File: src/rtl/rz_link_pkg.sv
package rz_link_pkg;

  localparam logic [1:0] CODE_SPACER = 2'b00;
  localparam logic [1:0] CODE_ONE    = 2'b01;
  localparam logic [1:0] CODE_ZERO   = 2'b10;
  localparam logic [1:0] CODE_BAD    = 2'b11;

  typedef enum logic [1:0] {
    TX_IDLE         = 2'd0,
    TX_DRIVE_VALID  = 2'd1,
    TX_DRIVE_SPACER = 2'd2,
    TX_WAIT_ACK_LOW = 2'd3
  } tx_state_e;

  typedef enum logic {
    RX_WAIT_DATA   = 1'b0,
    RX_WAIT_SPACER = 1'b1
  } rx_state_e;

  function automatic logic [1:0] encode_bit(input logic b);
    return b ? CODE_ONE : CODE_ZERO;
  endfunction

  function automatic logic decode_pair(input logic [1:0] pair);
    return pair == CODE_ONE;
  endfunction

  function automatic logic pair_is_spacer(input logic [1:0] pair);
    return pair == CODE_SPACER;
  endfunction

  function automatic logic pair_is_data(input logic [1:0] pair);
    return (pair == CODE_ONE) || (pair == CODE_ZERO);
  endfunction

  function automatic logic pair_is_bad(input logic [1:0] pair);
    return pair == CODE_BAD;
  endfunction

endpackage

File: src/rtl/rz_sync.sv
module rz_sync #(
  parameter int WIDTH  = 1,
  parameter int STAGES = 2
) (
  input  logic             clk,
  input  logic             rst_n,
  input  logic [WIDTH-1:0] d,
  output logic [WIDTH-1:0] q
);

  logic [STAGES-1:0][WIDTH-1:0] chain;

  always_ff @(posedge clk or negedge rst_n) begin
    if (!rst_n) chain[0] <= '0;
    else        chain[0] <= d;
  end

  generate
    for (genvar s = 1; s < STAGES; s++) begin : g_stage
      always_ff @(posedge clk or negedge rst_n) begin
        if (!rst_n) chain[s] <= '0;
        else        chain[s] <= chain[s-1];
      end
    end
  endgenerate

  assign q = chain[STAGES-1];

endmodule

File: src/rtl/rz_tx.sv
module rz_tx
  import rz_link_pkg::*;
#(
  parameter int WORD_W = 8,
  localparam int RAIL_W = 2 * WORD_W
) (
  input  logic              clk,
  input  logic              rst_n,
  input  logic              in_valid,
  output logic              in_ready,
  input  logic [WORD_W-1:0] in_data,
  input  logic              ack_seen,
  output logic [RAIL_W-1:0] rail,
  output logic              accept
);

  tx_state_e         state_q;
  logic [RAIL_W-1:0] rail_q;
  logic [RAIL_W-1:0] encoded;

  generate
    for (genvar i = 0; i < WORD_W; i++) begin : g_enc
      assign encoded[2*i+1:2*i] = encode_bit(in_data[i]);
    end
  endgenerate

  assign in_ready = (state_q == TX_IDLE);
  assign accept   = in_ready && in_valid;
  assign rail     = rail_q;

  always_ff @(posedge clk or negedge rst_n) begin
    if (!rst_n) begin
      state_q <= TX_IDLE;
      rail_q  <= '0;
    end else begin
      unique case (state_q)
        TX_IDLE: begin
          if (accept) begin
            rail_q  <= encoded;
            state_q <= TX_DRIVE_VALID;
          end
        end
        TX_DRIVE_VALID: begin
          if (ack_seen) begin
            rail_q  <= '0;
            state_q <= TX_DRIVE_SPACER;
          end
        end
        TX_DRIVE_SPACER: begin
          state_q <= TX_WAIT_ACK_LOW;
        end
        TX_WAIT_ACK_LOW: begin
          if (!ack_seen) state_q <= TX_IDLE;
        end
        default: state_q <= TX_IDLE;
      endcase
    end
  end

endmodule

File: src/rtl/rz_rx.sv
module rz_rx
  import rz_link_pkg::*;
#(
  parameter int WORD_W = 8,
  localparam int RAIL_W = 2 * WORD_W
) (
  input  logic              clk,
  input  logic              rst_n,
  input  logic [RAIL_W-1:0] rail_seen,
  output logic              ack,
  output logic              out_valid,
  output logic [WORD_W-1:0] out_data,
  output logic              protocol_error,
  output logic              complete,
  output logic              all_spacer,
  output logic              deliver
);

  rx_state_e         state_q;
  logic [WORD_W-1:0] pair_data;
  logic [WORD_W-1:0] pair_spacer;
  logic [WORD_W-1:0] pair_bad;
  logic [WORD_W-1:0] decoded;
  logic              any_bad;

  generate
    for (genvar i = 0; i < WORD_W; i++) begin : g_pair
      assign pair_data[i]   = pair_is_data(rail_seen[2*i+1:2*i]);
      assign pair_spacer[i] = pair_is_spacer(rail_seen[2*i+1:2*i]);
      assign pair_bad[i]    = pair_is_bad(rail_seen[2*i+1:2*i]);
      assign decoded[i]     = decode_pair(rail_seen[2*i+1:2*i]);
    end
  endgenerate

  assign complete   = &pair_data;
  assign all_spacer = &pair_spacer;
  assign any_bad    = |pair_bad;
  assign deliver    = (state_q == RX_WAIT_DATA) && complete;

  always_ff @(posedge clk or negedge rst_n) begin
    if (!rst_n) begin
      state_q        <= RX_WAIT_DATA;
      ack            <= 1'b0;
      out_valid      <= 1'b0;
      out_data       <= '0;
      protocol_error <= 1'b0;
    end else begin
      out_valid <= 1'b0;
      if (any_bad) protocol_error <= 1'b1;
      unique case (state_q)
        RX_WAIT_DATA: begin
          if (deliver) begin
            out_data  <= decoded;
            out_valid <= 1'b1;
            ack       <= 1'b1;
            state_q   <= RX_WAIT_SPACER;
          end
        end
        RX_WAIT_SPACER: begin
          if (all_spacer) begin
            ack     <= 1'b0;
            state_q <= RX_WAIT_DATA;
          end
        end
        default: state_q <= RX_WAIT_DATA;
      endcase
    end
  end

endmodule

File: src/rtl/rz_dr_link.sv
module rz_dr_link #(
  parameter int WORD_W      = 8,
  parameter int SYNC_STAGES = 2,
  localparam int RAIL_W     = 2 * WORD_W
) (
  input  logic              clk,
  input  logic              rst_n,
  input  logic              in_valid,
  output logic              in_ready,
  input  logic [WORD_W-1:0] in_data,
  output logic [RAIL_W-1:0] tx_rail,
  input  logic              tx_ack_in,
  input  logic [RAIL_W-1:0] rx_rail,
  output logic              rx_ack_out,
  output logic              out_valid,
  output logic [WORD_W-1:0] out_data,
  output logic              protocol_error
);

  logic              ack_seen;
  logic [RAIL_W-1:0] rail_seen;
  logic              tx_accept;
  logic              rx_complete;
  logic              rx_spacer;
  logic              rx_deliver;

  rz_sync #(.WIDTH(1), .STAGES(SYNC_STAGES)) u_ack_sync (
    .clk   (clk),
    .rst_n (rst_n),
    .d     (tx_ack_in),
    .q     (ack_seen)
  );

  rz_sync #(.WIDTH(RAIL_W), .STAGES(SYNC_STAGES)) u_rail_sync (
    .clk   (clk),
    .rst_n (rst_n),
    .d     (rx_rail),
    .q     (rail_seen)
  );

  rz_tx #(.WORD_W(WORD_W)) u_tx (
    .clk      (clk),
    .rst_n    (rst_n),
    .in_valid (in_valid),
    .in_ready (in_ready),
    .in_data  (in_data),
    .ack_seen (ack_seen),
    .rail     (tx_rail),
    .accept   (tx_accept)
  );

  rz_rx #(.WORD_W(WORD_W)) u_rx (
    .clk            (clk),
    .rst_n          (rst_n),
    .rail_seen      (rail_seen),
    .ack            (rx_ack_out),
    .out_valid      (out_valid),
    .out_data       (out_data),
    .protocol_error (protocol_error),
    .complete       (rx_complete),
    .all_spacer     (rx_spacer),
    .deliver        (rx_deliver)
  );

endmodule

File: config.mk
export PLATFORM = sky130hd
export DESIGN_NAME = rz_dr_link
export DESIGN_NICKNAME = d
export VERILOG_FILES = /design/src/rtl/rz_link_pkg.sv /design/src/rtl/rz_sync.sv /design/src/rtl/rz_tx.sv /design/src/rtl/rz_rx.sv /design/src/rtl/rz_dr_link.sv
export SDC_FILE = /design/constraint.sdc
export NUM_CORES = 1
export LEC_CHECK = 0
export BUFFER_PORTS_ARGS = -buffer_cell sky130_fd_sc_hd__buf_4
export CAP_MARGIN = 20
export CORE_MARGIN = 5
export CORE_UTILIZATION = 45
export DETAILED_ROUTE_END_ITERATION = 6
export PLACE_DENSITY = 0.73
export SETUP_SLACK_MARGIN = 0.5
export SLEW_MARGIN = 20
export SYNTH_ARGS = -nofsm -noshare
export SYNTH_HDL_FRONTEND = slang
export SYNTH_HIERARCHICAL = 1
export SYNTH_SLANG_ARGS = --single-unit
File: constraint.sdc
create_clock -name clk -period 1.8 [get_ports clk]
set_input_delay 0.18 -clock clk [delete_from_list [all_inputs] [get_ports clk]]
set_output_delay 0.18 -clock clk [all_outputs]
set_load 0.01 [all_outputs]
Word-level counts from Yosys, hierarchy flattened
Index checks and enable logic that the tools add are counted.
Widths: inputs -> output; s select.
{"block": "totals", "register_bits": 64, "wordCells": 93}
{"block": "classes", "eq_ne": 32, "n_mux": 22, "n_bitwise": 1, "reduce_logical": 27}
{"cell": "$eq 2x2->1 const B", "n": 18}
{"cell": "$mux 16", "n": 2}
{"cell": "$pmux 16 s2", "n": 1}
{"cell": "$mux 2", "n": 11}
{"cell": "$eq 2x1->1 const B", "n": 9}
{"cell": "$logic_not 2->1", "n": 9}
{"cell": "$reduce_and 8->1", "n": 2}
{"cell": "$ne 2x2->1 const B", "n": 5}
{"cell": "$logic_or 1x1->1", "n": 8}
{"cell": "$pmux 2 s4", "n": 1}
{"cell": "$reduce_or 8->1", "n": 1}
{"cell": "$reduce_and 3->1", "n": 2}
{"cell": "$mux 1", "n": 5}
{"cell": "$pmux 1 s2", "n": 2}
{"cell": "$reduce_and 2->1", "n": 2}
{"cell": "$logic_and 1x1->1", "n": 2}
{"cell": "$reduce_bool 2->1", "n": 1}
{"cell": "$not 1->1", "n": 1}

Logic depth before layout (Yosys ltp)
{"block": "logic_depth", "word_depth": 6, "mapped_depth": 7, "ltp_nobuf": 5}

Hierarchy
Netlist, hierarchy kept.
{"module": "rz_sync (u_rail_sync)", "n_inst": 1, "cells_each": 48, "area_per_inst_um2": 920.9, "seq_area_each_um2": 800.8}
{"module": "rz_tx", "n_inst": 1, "cells_each": 80, "area_per_inst_um2": 910.9, "seq_area_each_um2": 450.4}
{"module": "rz_rx", "n_inst": 1, "cells_each": 76, "area_per_inst_um2": 854.6, "seq_area_each_um2": 300.3}
{"module": "rz_sync (u_ack_sync)", "n_inst": 1, "cells_each": 2, "area_per_inst_um2": 50.0, "seq_area_each_um2": 50.0}

Worst setup path before layout
OpenSTA, ideal clock, no wires.
{"block": "synth_path", "kind": "register -> register", "from": "register u_tx.state_q[0]", "to": "register u_tx.rail_q[15], in the netlist u_tx/rail[15]", "arrival_ps": 1668, "slack_ps": 7, "path_stages_with_launch": 8, "path_buffers": 2, "synth_period_minus_slack_ps": 1793, "path_cell_list": "dfrtp_1 inv_1 ha_1 buf_4 nor2_2 nor3_4 buf_6 mux2_4"}
{"block": "synth_via", "elab_chain_cells": 4, "elab_cells_between_ends": 8, "cone_classes": "eq/ne: 3; mux: 1; reduce/logical: 4"}
{"item": "start: declaration", "line_no": "rz_tx.sv:17", "text": "tx_state_e state_q;"}
{"item": "start signal: assignment", "line_no": "rz_tx.sv:33", "text": "state_q <= TX_IDLE;"}
{"item": "start signal: assignment", "line_no": "rz_tx.sv:40", "text": "state_q <= TX_DRIVE_VALID;"}
{"item": "start signal: assignment", "line_no": "rz_tx.sv:46", "text": "state_q <= TX_DRIVE_SPACER;"}
{"item": "$logic_not 2->1 (*)", "line_no": "rz_tx.sv:27", "text": "assign in_ready = (state_q == TX_IDLE);"}
{"item": "named net in_ready", "line_no": "rz_dr_link.sv:9", "text": "output logic in_ready,"}
{"item": "$logic_and 1x1->1", "line_no": "rz_tx.sv:28", "text": "assign accept = in_ready && in_valid;"}
{"item": "$ne 2x2->1 (no line)"}
{"item": "$reduce_and 3->1 (no line)"}
{"item": "end signal: assignment", "line_no": "rz_tx.sv:39", "text": "rail_q <= encoded;"}
{"item": "end: declaration", "line_no": "rz_tx.sv:18", "text": "logic [RAIL_W-1:0] rail_q;"}
The timed path passes the listed nets; every way through them passes the cells marked *.
A chain may end at the register's enable or synchronous reset.

Worst setup path after layout
{"block": "layout_path", "from": "register u_rail_sync.chain (netlist bit u_rail_sync/q[4])", "to": "register u_rx.out_data[4]"}
{"block": "layout_via", "elab_chain_cells": 5, "elab_cells_between_ends": 6, "cone_classes": "eq/ne: 2; reduce/logical: 4"}
{"item": "start: declaration", "line_no": "rz_sync.sv:11", "text": "logic [STAGES-1:0][WIDTH-1:0] chain;"}
{"item": "start signal: indexed assignment", "line_no": "rz_sync.sv:22", "text": "else chain[s] <= chain[s-1];"}
{"item": "$eq 2x1->1 or $eq 2x2->1 (tied branches)", "line_no": "rz_link_pkg.sv:33", "text": "return (pair == CODE_ONE) || (pair == CODE_ZERO);"}
{"item": "$logic_or 1x1->1 (*)", "line_no": "rz_link_pkg.sv:33"}
{"item": "$reduce_and 8->1 (*)", "line_no": "rz_rx.sv:35", "text": "assign complete = &pair_data;"}
{"item": "$logic_and 1x1->1 (*)", "line_no": "rz_rx.sv:38", "text": "assign deliver = (state_q == RX_WAIT_DATA) && complete;"}
{"item": "named net rx_deliver", "line_no": "rz_dr_link.sv:25", "text": "logic rx_deliver;"}
{"item": "$reduce_and 2->1 (no line) (*)"}
{"item": "end signal: assignment", "line_no": "rz_rx.sv:53", "text": "out_data <= decoded;"}
{"item": "end: declaration", "line_no": "rz_rx.sv:12", "text": "output logic [WORD_W-1:0] out_data,"}
Marked as above.

==> out/summary.txt <==
CP arrival -> 1.92 ns
Worst R2R End -> u_rx/out_data[4]$_DFFE_PN0P_
Core Util, Final -> 68.2%
Final critical-path required period -> 1.71 ns
Slack of the worst reg-to-reg path -> 0.09 ns
HP Start -> in_data[5]
Critical-path maximum fanout -> 5
Final WL -> 5.64 mm
WHS Path Cells -> 3
Vias in the first global route -> 1961
Die Y -> 87.8 um
Worst Tran Pin Value -> 0.774 ns
CP cell instances -> inv_1, ha_4, nand4_1, nor3_4, buf_6, mux2_4
Area Growth Syn to Fin -> 48.3%
Required time worst endpoint -> 2.02 ns
Slowest cell on the critical path -> dfrtp_1
Multi-input logic area -> 1060 sq um
Maxcap violations -> 0
H-tree levels -> 3
Power Density -> 1360 nW/um^2
Via-to-Cell Ratio -> 4.60
Final setup violation count -> 0
Chip width -> 87.8 um
Rows -> 28
Highest clock rate -> 586 MHz
Syn Inst Count -> 204
Total CTS buffers -> 9
Slew margin rel. -> 48.4%
Clk Latency, worst-skew pair -> 0.33 ns
Worst Clk Skew -> 0.00732 ns
Mean post-synth cell area -> 13.4 sq um
HP Class -> primary input to register
Antenna viol nets, final -> 0
Crit path capture type -> register
Starting DRT DRC Count -> 54
Layout cell share with drive strength beyond 1 -> 52.7%
Clk pin slew, worst setup/hold paths -> 0.07 ns
Tcrit/Tclk final -> 94.7%
GRT overflow -> 0
Max Buffers Root-to-Sink -> 2
Leakage -> 2.01 nW
Initial Util -> 46.0%
YS warnings -> 6
Mapped Nets -> 262
Critical path class -> register to register
Total core area -> 5920 sq um
Hold Crit Endpoint -> u_tx/rail[10]$_DFFE_PN0P_
First-pass GRT wire length -> 9.08 mm
Fin. Hold Viols -> 0
Status -> completed
Largest net degree at the start of global routing -> 65
Synthesized cell area -> 2730 sq um
Filler cells -> 438
Root buf cell -> clkbuf_8
Worst path max stage delay -> 0.35 ns
VDD IR-drop max -> 0.977 mV
Total negative slack -> 0 ns
Wire length per cell -> 14.6 um
Overall routing resource usage -> 15.8%
Post-DP HPWL -> 3.49 mm
R2R depth -> 6
Slew Viols, Final -> 0
Critical Path Start Type -> register
FF/Latch Area -> 1600 sq um
Nets -> 364
RSZ-0062 raised after global routing -> yes
DRC -> 0
Die footprint -> 7710 sq um
Io pins -> 56
RR Startpoint -> u_rail_sync/q[4]$_DFF_PN0_
Vias post-DR -> 1777
N_diodes -> 0
CTS tree -> done
IO Port Bufs -> 55
Sink Count -> 64
Drt pass-1 iters -> 4
WHS -> 0.114 ns
RePlAce Congestion -> 0.777
Initial antenna violation count -> 0
-- metal layers --
metal,vias up,GRT usage [%],part of all wire [%]
met2,50,26.0,51
met1,870,18.8,41
met3,11,5.46,6.2
met5,-,0,0
li1,846,-,-
met4,0,6.97,1.6
-- flip-flops by register name, summed over array words and instances (netlist names) --
| register | cells |
|---|---|
| u_tx/state_q | 2 |
| u_rx/state_q | 1 |
| u_ack_sync/q | 1 |
| u_rx/out_data | 8 |
| u_tx/rail | 16 |
| u_rx/ack | 1 |
| u_rx/protocol_error | 1 |
| u_rx/out_valid | 1 |
| u_rail_sync/chain | 16 |
| u_rail_sync/q | 16 |
| u_ack_sync/chain | 1 |
-- final cells by class --
type,count,area share [%]
repair buffers,111,22.7
clock buffers,11,3.75
inverters,29,2.69
flip-flops and latches,64,39.7
multi-input cells,91,26.4
clock inverters,5,2.54
well taps,75,2.32
-- timing repair --
action	CTS	global route
hold endpoints to repair	81	0
resized for setup	18	34
cloned	2	0
hold buffers	18	0
pin swaps	5	6
endpoints found under the setup margin	29	30
setup buffers	21	12
-- cells in the final DEF (no fill, tap or decap), drive strengths merged --
master,instances
nor4,1
mux2,17
nand3,1
ha,30
dfrtp,64
clkbuf,11
inv,29
nor2,12
dlygate4sd3,18
nor2b,2
mux2i,1
o21ai,9
clkinv,1
bufinv,3
nor3,3
o2bb2ai,1
a211o,1
buf,93
clkinvlp,1
o21bai,1
nand4,12
-- through the flow --
stage | std cells | total power [mW] | setup slack, ns | cell area, sq um
2_1_floorplan | 204 | 2.77 | 0.0914 | 2820
3_3_place_gp | 317 | 3.25 | 0.119 | 3190
3_5_place_dp | 317 | 3.30 | 0.0907 | 3190
4_1_cts | 374 | 5.22 | 0.158 | 3850
5_1_grt | 386 | 5.82 | 0.0278 | 4040
6_report | 386 | 5.51 | 0.0945 | 4040
-- worst max path at each step --
stage | from | to | slack (ns)
after floorplan | u_tx/state_q[1]$_DFFE_PN0P_ | u_tx/rail[15]$_DFFE_PN0P_ | 0.09
after global placement | u_tx/state_q[0]$_DFFE_PN0P_ | u_tx/rail[11]$_DFFE_PN0P_ | 0.12
after detailed placement | u_rail_sync/q[6]$_DFF_PN0_ | u_rx/out_data[2]$_DFFE_PN0P_ | 0.09
after CTS | u_rail_sync/q[7]$_DFF_PN0_ | u_rx/out_data[7]$_DFFE_PN0P_ | 0.16
after global routing | u_rail_sync/q[5]$_DFF_PN0_ | u_rx/out_data[4]$_DFFE_PN0P_ | 0.03
final | u_rail_sync/q[4]$_DFF_PN0_ | u_rx/out_data[4]$_DFFE_PN0P_ | 0.09
-- where the power goes --
group	internal (mW)	switching, mW
combinational	1.22	0.881
sequential	1.69	0.165
clock	0.993	0.553
-- critical path, delay by kind of cell, from the launching register on --
| family | cells | cell delay [ns] |
|---|---|---|
| and+or+nand+nor | 2 | 0.42 |
| DFF | 1 | 0.35 |
| muxes | 1 | 0.31 |
| adders and majority gates | 1 | 0.26 |
| buffers and inverters | 2 | 0.24 |
No activity file was read; power rests on OpenSTA's default activity.
